==> config.mk <==
export PLATFORM = sky130hd
export DESIGN_NAME = shadowed_pwm_timer
export DESIGN_NICKNAME = d
export VERILOG_FILES = /design/src/rtl/pwmt_pkg.sv /design/src/rtl/pwmt_regs.sv /design/src/rtl/pwmt_prescaler.sv /design/src/rtl/pwmt_counter.sv /design/src/rtl/shadowed_pwm_timer.sv
export SDC_FILE = /design/constraint.sdc
export NUM_CORES = 1
export LEC_CHECK = 0
export ABC_AREA = 1
export BUFFER_PORTS_ARGS = -buffer_cell sky130_fd_sc_hd__buf_2
export CORE_ASPECT_RATIO = 0.7
export CORE_UTILIZATION = 40
export DETAILED_ROUTE_END_ITERATION = 12
export PLACE_DENSITY_LB_ADDON = 0.05
export REMOVE_ABC_BUFFERS = 1
export SYNTH_ARGS = -nofsm -noshare
export SYNTH_HDL_FRONTEND = slang
export SYNTH_SLANG_ARGS = --single-unit
==> constraint.sdc <==
create_clock -name clk -period 3.15 [get_ports clk]
set_input_delay 0.1575 -clock clk [delete_from_list [all_inputs] [get_ports clk]]
set_output_delay 0.1575 -clock clk [all_outputs]
set_load 0.01 [all_outputs]
==> src/rtl/pwmt_pkg.sv <==
`timescale 1ns/1ps
package pwmt_pkg;
  localparam int DATA_W  = 32;
  localparam int CNT_W   = 10;
  localparam int MAX_EXP = 24;
  localparam int EXP_W   = $clog2(MAX_EXP + 1);
  localparam int PRE_W   = MAX_EXP;

  localparam int OFF_CTRL = 0;
  localparam int OFF_CNT  = 4;

  localparam int EN_BIT   = 0;
  localparam int SYNC_BIT = 11;
  localparam int ELSB_BIT = 15;
  localparam int EHI_LO   = 16;
  localparam int EHI_W    = EXP_W - 1;
  localparam int BLK_BIT  = 31;
  localparam int CYC_LO   = 16;
  localparam int PH_LO    = 0;

  // Exponent from a control word: high part in a 4-bit field, LSB apart
  function automatic logic [EXP_W-1:0] f_exp_field(input logic [DATA_W-1:0] w);
    return {w[EHI_LO +: EHI_W], w[ELSB_BIT]};
  endfunction

  // Low-bit mask whose all-ones state marks the last clock of a tick
  function automatic logic [PRE_W-1:0] f_tick_mask(input logic [EXP_W-1:0] e);
    logic [PRE_W:0] one_hot;
    one_hot = (PRE_W+1)'(1) << e;
    return one_hot[PRE_W-1:0] - PRE_W'(1);
  endfunction

  // Next count value with wrap after period-1
  function automatic logic [CNT_W-1:0] f_wrap_next(input logic [CNT_W-1:0] c,
                                                   input logic [CNT_W-1:0] cyc);
    logic [CNT_W:0] inc;
    inc = {1'b0, c} + (CNT_W+1)'(1);
    return (inc >= {1'b0, cyc}) ? '0 : inc[CNT_W-1:0];
  endfunction

  function automatic logic [DATA_W-1:0] f_ctrl_word(input logic blk,
                                                    input logic [EXP_W-1:0] e,
                                                    input logic sync,
                                                    input logic en);
    logic [DATA_W-1:0] w;
    w = '0;
    w[BLK_BIT]            = blk;
    w[EHI_LO +: EHI_W]    = e[EXP_W-1:1];
    w[ELSB_BIT]           = e[0];
    w[SYNC_BIT]           = sync;
    w[EN_BIT]             = en;
    return w;
  endfunction

  function automatic logic [DATA_W-1:0] f_cnt_word(input logic [CNT_W-1:0] cyc,
                                                   input logic [CNT_W-1:0] ph);
    logic [DATA_W-1:0] w;
    w = '0;
    w[CYC_LO +: CNT_W] = cyc;
    w[PH_LO +: CNT_W]  = ph;
    return w;
  endfunction
endpackage

==> src/rtl/pwmt_regs.sv <==
`timescale 1ns/1ps
module pwmt_regs
  import pwmt_pkg::*;
#(
  parameter int ADDR_W = 3
) (
  input  logic              clk,
  input  logic              rst_n,
  input  logic              bus_wr,
  input  logic [ADDR_W-1:0] bus_addr,
  input  logic [DATA_W-1:0] bus_wdata,
  output logic [DATA_W-1:0] bus_rdata,
  output logic              run_en,
  output logic              sync_q,
  output logic [CNT_W-1:0]  act_cyc,
  output logic [CNT_W-1:0]  act_ph,
  output logic [EXP_W-1:0]  act_exp,
  output logic              restart,
  output logic              reject_en,
  output logic              drop_cnt
);
  logic [CNT_W-1:0] sh_cyc, sh_ph;
  logic [EXP_W-1:0] sh_exp, sh_exp_nx, w_exp;
  logic [CNT_W-1:0] w_cyc, w_ph, nx_act_cyc, nx_act_ph;
  logic             blocked, ctrl_wr, cnt_wr, w_sync, w_en, exp_ok, en_ok;
  logic             unused_wbits;

  assign ctrl_wr = bus_wr && (bus_addr == ADDR_W'(OFF_CTRL));
  assign cnt_wr  = bus_wr && (bus_addr == ADDR_W'(OFF_CNT));

  assign w_sync = bus_wdata[SYNC_BIT];
  assign w_en   = bus_wdata[EN_BIT];
  assign w_exp  = f_exp_field(bus_wdata);
  assign w_cyc  = bus_wdata[CYC_LO +: CNT_W];
  assign w_ph   = bus_wdata[PH_LO +: CNT_W];
  assign unused_wbits = ^{bus_wdata[31:26], bus_wdata[14:12], bus_wdata[10]};

  assign exp_ok    = (w_exp <= EXP_W'(MAX_EXP));
  assign sh_exp_nx = exp_ok ? w_exp : sh_exp;

  // Active values after this control write: staged set moves in when staging ends
  assign nx_act_cyc = w_sync ? act_cyc : sh_cyc;
  assign nx_act_ph  = w_sync ? act_ph  : sh_ph;

  assign en_ok = (sh_cyc != '0) && (sh_ph != '0) &&
                 (nx_act_cyc != '0) && (nx_act_ph != '0);

  assign restart   = ctrl_wr && sync_q && !w_sync;
  assign reject_en = ctrl_wr && w_en && !en_ok;
  assign drop_cnt  = cnt_wr && run_en && ((w_cyc == '0) || (w_ph == '0));

  always_ff @(posedge clk or negedge rst_n) begin
    if (!rst_n) begin
      run_en  <= 1'b0;
      sync_q  <= 1'b0;
      blocked <= 1'b0;
      sh_cyc  <= '0;
      sh_ph   <= '0;
      sh_exp  <= '0;
      act_cyc <= '0;
      act_ph  <= '0;
      act_exp <= '0;
    end else if (ctrl_wr) begin
      sync_q  <= w_sync;
      run_en  <= w_en && en_ok;
      blocked <= reject_en;
      sh_exp  <= sh_exp_nx;
      if (!w_sync) begin
        act_exp <= sh_exp_nx;
        act_cyc <= sh_cyc;
        act_ph  <= sh_ph;
      end
    end else if (cnt_wr) begin
      if (drop_cnt) begin
        blocked <= 1'b1;
      end else begin
        sh_cyc <= w_cyc;
        sh_ph  <= w_ph;
        if (!sync_q) begin
          act_cyc <= w_cyc;
          act_ph  <= w_ph;
        end
      end
    end
  end

  always_comb begin
    if (bus_addr == ADDR_W'(OFF_CTRL))
      bus_rdata = f_ctrl_word(blocked, sh_exp, sync_q, run_en);
    else if (bus_addr == ADDR_W'(OFF_CNT))
      bus_rdata = f_cnt_word(sh_cyc, sh_ph);
    else
      bus_rdata = '0;
  end
endmodule

==> src/rtl/pwmt_prescaler.sv <==
`timescale 1ns/1ps
module pwmt_prescaler
  import pwmt_pkg::*;
(
  input  logic             clk,
  input  logic             rst_n,
  input  logic             run,
  input  logic             clear,
  input  logic [EXP_W-1:0] exp_sel,
  output logic             tick,
  output logic [PRE_W-1:0] pre_cnt
);
  logic [PRE_W-1:0] mask;

  assign mask = f_tick_mask(exp_sel);
  assign tick = run && ((pre_cnt & mask) == mask);

  always_ff @(posedge clk or negedge rst_n) begin
    if (!rst_n)              pre_cnt <= '0;
    else if (!run || clear)  pre_cnt <= '0;
    else                     pre_cnt <= pre_cnt + PRE_W'(1);
  end
endmodule

==> src/rtl/pwmt_counter.sv <==
`timescale 1ns/1ps
module pwmt_counter
  import pwmt_pkg::*;
(
  input  logic             clk,
  input  logic             rst_n,
  input  logic             run,
  input  logic             clear,
  input  logic             tick,
  input  logic [CNT_W-1:0] cyc,
  input  logic [CNT_W-1:0] ph,
  output logic [CNT_W-1:0] cnt,
  output logic             pwm_out
);
  always_ff @(posedge clk or negedge rst_n) begin
    if (!rst_n)              cnt <= '0;
    else if (!run || clear)  cnt <= '0;
    else if (tick)           cnt <= f_wrap_next(cnt, cyc);
  end

  assign pwm_out = run && (cnt < ph);
endmodule

==> src/rtl/shadowed_pwm_timer.sv <==
`timescale 1ns/1ps
module shadowed_pwm_timer
  import pwmt_pkg::*;
#(
  parameter int ADDR_W = 3
) (
  input  logic              clk,
  input  logic              rst_n,
  input  logic              bus_wr,
  input  logic [ADDR_W-1:0] bus_addr,
  input  logic [31:0]       bus_wdata,
  output logic [31:0]       bus_rdata,
  output logic              pwm_out
);
  logic             run_en, sync_q, restart, tick, reject_en, drop_cnt;
  logic [CNT_W-1:0] act_cyc, act_ph, cnt;
  logic [EXP_W-1:0] act_exp;
  logic [PRE_W-1:0] pre_cnt;

  pwmt_regs #(.ADDR_W(ADDR_W)) u_regs (
    .clk(clk), .rst_n(rst_n), .bus_wr(bus_wr), .bus_addr(bus_addr),
    .bus_wdata(bus_wdata), .bus_rdata(bus_rdata), .run_en(run_en),
    .sync_q(sync_q), .act_cyc(act_cyc), .act_ph(act_ph), .act_exp(act_exp),
    .restart(restart), .reject_en(reject_en), .drop_cnt(drop_cnt)
  );

  pwmt_prescaler u_pre (
    .clk(clk), .rst_n(rst_n), .run(run_en), .clear(restart),
    .exp_sel(act_exp), .tick(tick), .pre_cnt(pre_cnt)
  );

  pwmt_counter u_cnt (
    .clk(clk), .rst_n(rst_n), .run(run_en), .clear(restart), .tick(tick),
    .cyc(act_cyc), .ph(act_ph), .cnt(cnt), .pwm_out(pwm_out)
  );
endmodule

==> flow_metrics.tcl, run 1 <==
set metrics [dict create \
    drt_pass1_iterations 5 \
    routed_wl_um 17700 \
    n_fill_cell 1532 \
    grt_pass1_vias 5483 \
    clock_path_buffers 2 \
    io_pins 71 \
    cts-resized-gates 0 \
    drive_gt1_share_pct 10.6 \
    path_class "reg -> reg" \
    area_growth_pct 12.3 \
    drtIter0Drc 581 \
    crit_path_top_delay_cell "dfrtp_1" \
    synth.most_common_cell "nand2_1" \
    post_cts_buffers 0 \
    grt-ovfl-total 0 \
    synthTopCellsByCount "nand2_1 (206), inv_1 (125), o21ai_0 (101)" \
    startpoint "u_regs.act_exp[3]$_DFFE_PN0P_" \
    place.gp.congestion 0.922 \
    skew_ns 0.0103 \
    crit_buf_inv 1 \
    antenna_left 0 \
    avgSynthCellArea_um2 6.77 \
    post_drt_wl_per_cell_um 15.6 \
    wl_met3_um 1500 \
    antenna_cells 0 \
    fin_cells 1135 \
    vias 6032 \
    placed_cells 1119 \
    die_w_um 149 \
    cts_sinks 87 \
    min_period_over_period_pct 89.4 \
    hold_class "in -> reg" \
    crit_fanout 12 \
    routed_via_density 5.31 \
    drc 0 \
    synth.distinct_cells 35 \
    cts-root-buf "clkbuf_16" \
    hold_viol 0 \
    setup_viol 0 \
    power.density_mw_per_mm2 556 \
    critical_path.top_delay_family "simple AND/OR/NAND/NOR gates" \
    cts_tree "built" \
    rsz0062_at_grt "no" \
    ys.flop_type "dfrtp_1" \
    leakagePower_nw 3.42 \
    num_rows 37 \
    cts.htree.levels 3 \
    clk_pin_slew_worst_paths_ns 0.07 \
    core-area_mm2 0.0147 \
    port_buffers 51 \
    synth_top_area_share_pct 36.2 \
    r2r_start "u_regs.act_exp[3]$_DFFE_PN0P_" \
    irDropWorstVdd_uv 298 \
    wl_met2_um 6450 \
    die-area_mm2 0.0155 \
    finalSetupTns_ns 0 \
    yosys_register_bits 87 \
    period_needed_ns 2.82 \
    crit_arrival_ns 3.05 \
    highest_layer "met4" \
    status "complete, no violations" \
    slew_headroom_pct 40.2 \
    grt_max_degree 44 \
    grt_first_pass_wirelength_um 29200 \
    grt_antenna_before_repair 0 \
    fp.dieH_um 105 \
    synthArstFlopShare_pct 100 \
    ys_seq_area_share_pct 36.2 \
    worstSetupStartpointType "register" \
    synth_top_area_cell "dfrtp_1" \
    ys_top_cells_by_area "dfrtp_1 (36%), nand2_1 (13%), o21ai_0 (8.4%)" \
    m1WireLength_um 9580 \
    max_cap_viol_count 0 \
    worstPathCellList "nor2_2, nand4_1, ha_1, inv_1, nand2_1, nand2_1, nor2_1, nand3_1, nor2_1, nand3_1, nor2_1, nand2_1, nor2_1, nand3_2, nand3_1, nand2_1" \
    synth_area_mm2 0.00601 \
    dp_hpwl_um 13700 \
    synth_warnings 0 \
    tightestPinTransition_ns 0.889 \
    cp_slowest_stage_delay_ns 0.50 \
    numCtsBuffers 9 \
    worst_setup_path_end_kind "register" \
    grt_usage_pct 24.2 \
    crit_required_ns 3.39 \
    start_util_pct 41.0 \
    synth_edf_count 0 \
    insertion_delay_ns 0.35 \
    drv_slew 0 \
    whs_ns 0.0927 \
    fmax_mhz 355 \
    fin_nets 996 \
    netlist_instances 888 \
    worstHoldStart "bus_wdata[20]" \
]
metal layers:
metal,global-route usage (%),vias to the layer above
met1,40.4,2835
met3,4.98,12
met2,30.6,218
met5,0,-
li1,-,2967
met4,4.34,0
tightest hold or removal path, delay by kind of cell:
kind	cells	cell delay (ns)
AO/OA/AOI/OAI	1	0.10
buffers and inverters	1	0.10
AND/OR/NAND/NOR	1	0.05
final timing paths:
check | slack [ns] | cells after the start | endpoint
max | 0.33 | 16 | u_cnt.cnt[8]$_DFFE_PN0P_
min | 0.09 | 3 | u_regs.sh_cyc[4]$_DFFE_PN0P_
max reg2reg | 0.33 | 16 | u_cnt.cnt[8]$_DFFE_PN0P_
min reg2reg | 0.48 | 2 | u_regs.act_ph[4]$_DFFE_PN0P_
max in group asynchronous | 1.96 | 3 | u_pre.pre_cnt[6]$_DFF_PN0_
min in group asynchronous | 0.36 | 2 | u_regs.blocked$_DFFE_PN0P_
layout make-up:
| class | count | area (um2) | area share (%) |
|---|---|---|---|
| tap | 195 | 244 | 3.61 |
| clock buffer | 11 | 243 | 3.59 |
| clock inverter | 4 | 31.3 | 0.463 |
| multi-input combinational | 640 | 3180 | 47.1 |
| sequential | 87 | 2180 | 32.2 |
| timing repair buffer | 69 | 395 | 5.85 |
| inverter | 129 | 484 | 7.17 |
placed cells by master (no fill, tap or decap), types with 16 or more instances in the layout:
| master | instances |
|---|---|
| buf_2 | 50 |
| nor2_1 | 97 |
| o21ai_0 | 101 |
| nand2_1 | 206 |
| nand4_1 | 32 |
| nor3_1 | 20 |
| buf_4 | 18 |
| xor2_1 | 16 |
| inv_1 | 125 |
| ha_1 | 22 |
| nand3_1 | 64 |
| dfrtp_1 | 87 |
| a21oi_1 | 27 |
flip-flops by register name, indices dropped and copies added, names as in the netlist:
signal	flops
u_cnt.cnt	10
u_pre.pre_cnt	24
u_regs.sh_exp	5
u_regs.act_exp	5
u_regs.act_cyc	10
u_regs.sh_ph	10
u_regs.sh_cyc	10
u_regs.act_ph	10
u_regs.run_en	1
u_regs.blocked	1
u_regs.sync_q	1
report_power, final:
group | leakage (nW) | internal, mW | switching (mW)
logic | 2.17 | 0.416 | 0.872
clock network | 0.124 | 0.555 | 0.462
registers | 1.13 | 1.31 | 0.148
total | 3.42 | 2.28 | 1.48
what timing repair did:
action / 4_1_cts / 5_1_grt
hold endpoints to repair: 41 / 0
hold buffers: 1 / 0
endpoints found under the setup margin: 0 / 0
per-stage QoR:
step	power (mW)	worst slack [ns]	instance area, um2	util, %
floorplan	2.28	-0.221	5830	-
global placement	2.71	0.367	6470	44.1
detailed placement	2.74	0.373	6470	44.1
CTS	3.77	0.368	6750	46.0
global route	4.06	0.0349	6750	46.0
finish	3.76	0.334	6750	46.0
cells by family (layout without fill, tap and decap cells):
logic type	after synthesis	count (layout)	synth area share (%)
other	1	9	0.0623
flip-flops	87	87	36.2
buffers and inverters	169	213	11.5
multiplexers	1	1	0.166
adder cells (fa/ha/maj)	22	22	4.58
AND/OR/NAND/NOR	450	450	32.8
AO/OA/AOI/OAI	142	142	12.3
XOR/XNOR	16	16	2.33
Note: power is estimated with default switching activity, not from simulation.
==> inputs of run 2 (changes only) <==
- CORE_UTILIZATION: 40 -> 55
- GPL_TIMING_DRIVEN: not set -> 0
==> run 2 against run 1 <==
  * Clock power grew 7%
  * Sequential cell count unchanged
  * Sequential share of layout area up 0.34 points
  * Total power rose by 1.6%
  * Non-clock buffer count is 10 lower
  * Sequential power barely moved
  * Critical path type unchanged
  * Setup slack got worse by 0.013 ns
  * First-iteration DRC count is 19% higher
  * Highest routed layer unchanged
  * Core utilization increased by 18 points
  * Routed wire length down 6.4%
  * Maximum frequency decreased by 0.46%
  * Combinational power decreased by 4%
==> flow_metrics.tcl, run 2 (synthesis gave the netlist of run 1 again) <==
set metrics [dict create \
    status "complete, no violations" \
    routed_wl_um 16500 \
    dp_hpwl_um 12800 \
    vias 5992 \
    post_drt_wl_per_cell_um 15.6 \
    routed_via_density 5.64 \
    port_buffers 51 \
    worst_setup_path_end_kind "register" \
    area_growth_pct 11.3 \
    fin_cells 1063 \
    final_util_pct 63.9 \
    grt-ovfl-total 0 \
    crit_arrival_ns 3.06 \
    mostFrequentLayoutCells "nand2_1 (206), inv_1 (124), o21ai_0 (101)" \
    antenna_cells 0 \
    place.gp.congestion 0.901 \
    worstSetupStartpointType "register" \
    total_power_mw 3.82 \
    die_w_um 127 \
    largest_reg_flops 24 \
    crit_fanout 12 \
    numCtsBuffers 9 \
    cts_tree "built" \
    hold_class "in -> reg" \
    crit_required_ns 3.38 \
    grt_usage_pct 30.7 \
    irDropWorstVdd_uv 337 \
    core-area_mm2 0.0105 \
    placed_cells 1042 \
    insertion_delay_ns 0.35 \
    drv_slew 0 \
    num_rows 31 \
    power.density_mw_per_mm2 570 \
    layout_commonest_cell "nand2_1" \
    grt_max_degree 50 \
    tightestPinTransition_ns 1.18 \
    io_pins 71 \
    drt_pass1_iterations 5 \
    drc 0 \
    skew_ns 0.00607 \
    drive_gt1_share_pct 10.3 \
    max_cap_viol_count 0 \
    period_needed_ns 2.83 \
    antenna_left 0 \
    setup_viol 0 \
    grt_first_pass_wirelength_um 26600 \
    start_util_pct 57.4 \
    whs_ns 0.0873 \
    fmax_mhz 354 \
    grt_pass1_vias 5158 \
    slew_headroom_pct 21.3 \
    leakagePower_nw 3.41 \
    path_class "reg -> reg" \
    drtIter0Drc 690 \
    clk_pin_slew_worst_paths_ns 0.06 \
    min_period_over_period_pct 89.8 \
    cts_sinks 87 \
    cts.htree.levels 3 \
    rsz0062_at_grt "no" \
    cts-root-buf "clkbuf_16" \
    grt_antenna_before_repair 0 \
    clock_path_buffers 2 \
    top_register "u_pre.pre_cnt" \
    fp.dieH_um 89.5 \
    die-area_mm2 0.0114 \
    hold_viol 0 \
    fin_nets 986 \
]
-- run 2: cell types whose count changed in the layout (fill, tap and decap cells not counted), moves of 2 or more --
cell | previous run | this run
buf_4 | 18 | 4
buf_8 | 0 | 3
nor2_4 | 2 | 4
inv_6 | 1 | 3
-- run 2: per-layer routing --
layer / vias to the layer above / GRT usage, % / routed length (um)
li1: 2955 / - / -
met1: 2759 / 47.1 / 8170
met4: 0 / 7.25 / 131
met2: 266 / 42.1 / 6450
met3: 12 / 8.56 / 1790
met5: - / 0 / 0
-- run 2: worst paths after layout --
check	cells after the start	startpoint	slack, ns	end
setup / recovery	11	u_regs.act_exp[4]$_DFFE_PN0P_	0.32	u_cnt.cnt[0]$_DFFE_PN0P_
hold / removal	3	bus_wdata[7]	0.09	u_regs.sh_ph[7]$_DFFE_PN0P_
setup reg to reg	11	u_regs.act_exp[4]$_DFFE_PN0P_	0.32	u_cnt.cnt[0]$_DFFE_PN0P_
hold reg to reg	2	u_regs.act_cyc[5]$_DFFE_PN0P_	0.49	u_regs.act_cyc[5]$_DFFE_PN0P_
max in group asynchronous	3	rst_n	2.18	u_regs.act_exp[2]$_DFFE_PN0P_
min in group asynchronous	2	rst_n	0.32	u_regs.act_ph[1]$_DFFE_PN0P_
-- run 2: what timing repair did --
| item | in CTS | in global routing |
|---|---|---|
| setup buffers | 0 | 3 |
| endpoints found under the setup margin | 10 | 10 |
| resized for setup | 1 | 6 |
| cloned | 0 | 0 |
| hold endpoints to repair | 38 | 0 |
| hold buffers | 1 | 0 |
-- run 2: where the power goes --
part	switching (mW)	internal, mW
registers	0.177	1.31
clock network	0.470	0.621
logic	0.837	0.404
-- run 2: final cells by class --
| type | instances | area [um2] |
|---|---|---|
| clock buffer | 9 | 225 |
| timing repair buffer | 59 | 363 |
| fill | 946 | 3780 |
| clock inverter | 7 | 76.3 |
| inverter | 129 | 488 |
| tap | 132 | 165 |
| sequential | 87 | 2180 |
| multi-input combinational | 640 | 3200 |
-- run 2: per-stage QoR --
step | setup WS, ns | cell area, um2 | setup TNS (ns)
global route | 0.0563 | 6700 | 0
floorplan | -0.221 | 5830 | -1.23
finish | 0.321 | 6700 | 0
global placement | -1.95 | 6250 | -79.92
CTS | 0.134 | 6630 | 0
detailed placement | -0.0720 | 6320 | -0.532
-- run 2: critical path: stages (launching register included) --
cell and delay, ns:
dfrtp_1 0.51, nor2_2 0.45, nand3_1 0.18, ha_1 0.31
nand3_1 0.17, nor2_2 0.10, a21oi_1 0.13, nor3_1 0.09
nor2_4 0.27, nand3_2 0.29, nand3_1 0.15, nand2_1 0.06
==> inputs of run 3 (changes only) <==
- CORE_ASPECT_RATIO: 0.7 -> 0.9
==> run 3 against run 2 <==
  * The run now ends with design-rule violations left
  * Die area barely moved
  * Core utilization fell by 0.19 points
  * Design area fell by 0.77%
  * Non-clock buffer count fell by 4
  * Final cell count fell by 0.66%
  * Combinational power fell by 5%
  * Critical path depth rose by 3
  * Critical path type unchanged
  * Sequential cell count did not move
  * Setup slack got worse by 0.15 ns
==> flow_metrics.tcl, run 3 (synthesis gave the netlist of run 1 again) <==
set metrics [dict create \
    top_register "u_pre.pre_cnt" \
    slew_headroom_pct 12.0 \
    antenna_cells 0 \
    grt_antenna_before_repair 0 \
    grt_pass1_vias 5521 \
    routed_via_density 5.61 \
    skew_ns 0.0131 \
    grt_usage_pct 29.6 \
    num_rows 35 \
    comb_power_share_pct 31.3 \
    irDropWorstVdd_uv 469 \
    period_needed_ns 2.98 \
    worst_setup_path_end_kind "register" \
    dp_hpwl_um 12000 \
    power.density_mw_per_mm2 567 \
    drive_gt1_share_pct 9.60 \
    endpoint "u_cnt.cnt[8]$_DFFE_PN0P_" \
    fmax_mhz 335 \
    routed_wl_um 15800 \
    placed_cells 1039 \
    start_util_pct 57.7 \
    status "finished with violations" \
    place.gp.congestion 0.967 \
    power_frac_clock_pct 29.3 \
    power.share.switching_pct 37.9 \
    worstSetupStartpointType "register" \
    min_period_over_period_pct 94.6 \
    failed_checks "design-rule violations" \
    cts.htree.levels 3 \
    setup_viol 0 \
    cts-root-buf "clkbuf_16" \
    grt-ovfl-total 0 \
    p_int_mw 2.34 \
    grt_first_pass_wirelength_um 26500 \
    vias 5924 \
    crit_required_ns 3.43 \
    numCtsBuffers 9 \
    post_cts_buffers 0 \
    clk_pin_slew_worst_paths_ns 0.07 \
    path_class "reg -> reg" \
    largest_reg_flops 24 \
    cts_sinks 87 \
    port_buffers 51 \
    seq_power_share_pct 39.4 \
    die-area_mm2 0.0114 \
    total_power_mw 3.77 \
    clock_path_buffers 2 \
    layout_commonest_cell "nand2_1" \
    tightestPinTransition_ns 1.32 \
    drc 5 \
    die_w_um 112 \
    grt_max_degree 56 \
    worstReg2RegEnd "u_cnt.cnt[8]$_DFFE_PN0P_" \
    r2r_start "u_cnt.cnt[0]$_DFFE_PN0P_" \
    crit_fanout 7 \
    max_cap_viol_count 0 \
    area_growth_pct 10.5 \
    p_sw_mw 1.43 \
    whs_path_depth 3 \
    hold_viol 0 \
    hold_class "in -> reg" \
    pre_cts_slack_ns -0.00514 \
    fin_nets 982 \
    cts_tree "built" \
    mostFrequentLayoutCells "nand2_1 (206), inv_1 (125), o21ai_0 (101)" \
    leakagePower_nw 3.39 \
    io_pins 71 \
    fin_cells 1056 \
    core-area_mm2 0.0104 \
    insertion_delay_ns 0.35 \
    worstHoldStart "bus_wdata[8]" \
    r2r_cells 14 \
    crit_arrival_ns 3.26 \
    drv_slew 0 \
    drt_pass1_iterations 9 \
    drtIter0Drc 587 \
    antenna_left 0 \
    post_drt_wl_per_cell_um 14.9 \
    fp.dieH_um 101 \
    rsz0062_at_grt "no" \
    r2r_slack_ns 0.17 \
    startpoint "u_cnt.cnt[0]$_DFFE_PN0P_" \
    fin_ws_ns 0.169 \
]
## run 3: worst min path at each step
stage                                    to
2_1_floorplan      u_cnt.cnt[0]$_DFFE_PN0P_
3_3_place_gp   u_regs.sh_cyc[7]$_DFFE_PN0P_
3_5_place_dp   u_regs.sh_cyc[2]$_DFFE_PN0P_
4_1_cts         u_regs.sh_ph[8]$_DFFE_PN0P_
5_1_grt         u_regs.sh_ph[8]$_DFFE_PN0P_
6_report        u_regs.sh_ph[8]$_DFFE_PN0P_
## run 3: area by class of cell
type | instances | area (um2)
inverter | 129 | 484
clock buffer | 11 | 243
multi-input combinational | 640 | 3190
timing repair buffer | 55 | 325
tap | 129 | 161
sequential | 87 | 2180
clock inverter | 5 | 65.1
fill | 940 | 3780
## run 3: layer usage
metal	GRT usage (%)	share of wire [%]	up-vias
met5	0	0	-
met4	7.69	1.3	0
met3	5.92	8.0	23
met2	44.0	42	237
met1	44.2	48	2724
li1	-	-	2940
## run 3: worst max-delay path, cell delays in order, from the launching register on
cell and delay [ns]:
dfrtp_1 0.48, ha_1 0.29, nand3_1 0.14, xor2_1 0.27, inv_1 0.08, ha_1 0.32, a21oi_1 0.14, nor2_1 0.05
nor3b_1 0.20, nor2_1 0.09, nor2_1 0.09, nand3_1 0.25, nor2_2 0.28, nand4_1 0.14, nand2_1 0.10
## run 3: through the flow
stage	utilization [%]	setup TNS (ns)	cell area [um2]	hold WS [ns]
after global placement	60.0	-77.54	6250	0.442
after global routing	63.7	0	6640	0.103
final	63.7	0	6640	0.104
after floorplan	-	-1.23	5830	-0.138
after detailed placement	60.6	-0.00617	6320	0.136
after CTS	63.7	0	6640	0.0975
## run 3: what timing repair did
action,in CTS,in global routing
gates resized for setup,1,2
hold endpoints to repair,32,0
hold buffers,1,0
setup endpoints to repair,10,10
## run 3: power by group through the flow
stage / clock, mW / sequential [mW] / combinational (mW)
final: 1.11 / 1.49 / 1.18
after detailed placement: 0 / 1.50 / 1.15
after floorplan: 0 / 1.44 / 0.843
after global routing: 1.17 / 1.51 / 1.36
after global placement: 0 / 1.49 / 1.10
after CTS: 1.12 / 1.48 / 1.16
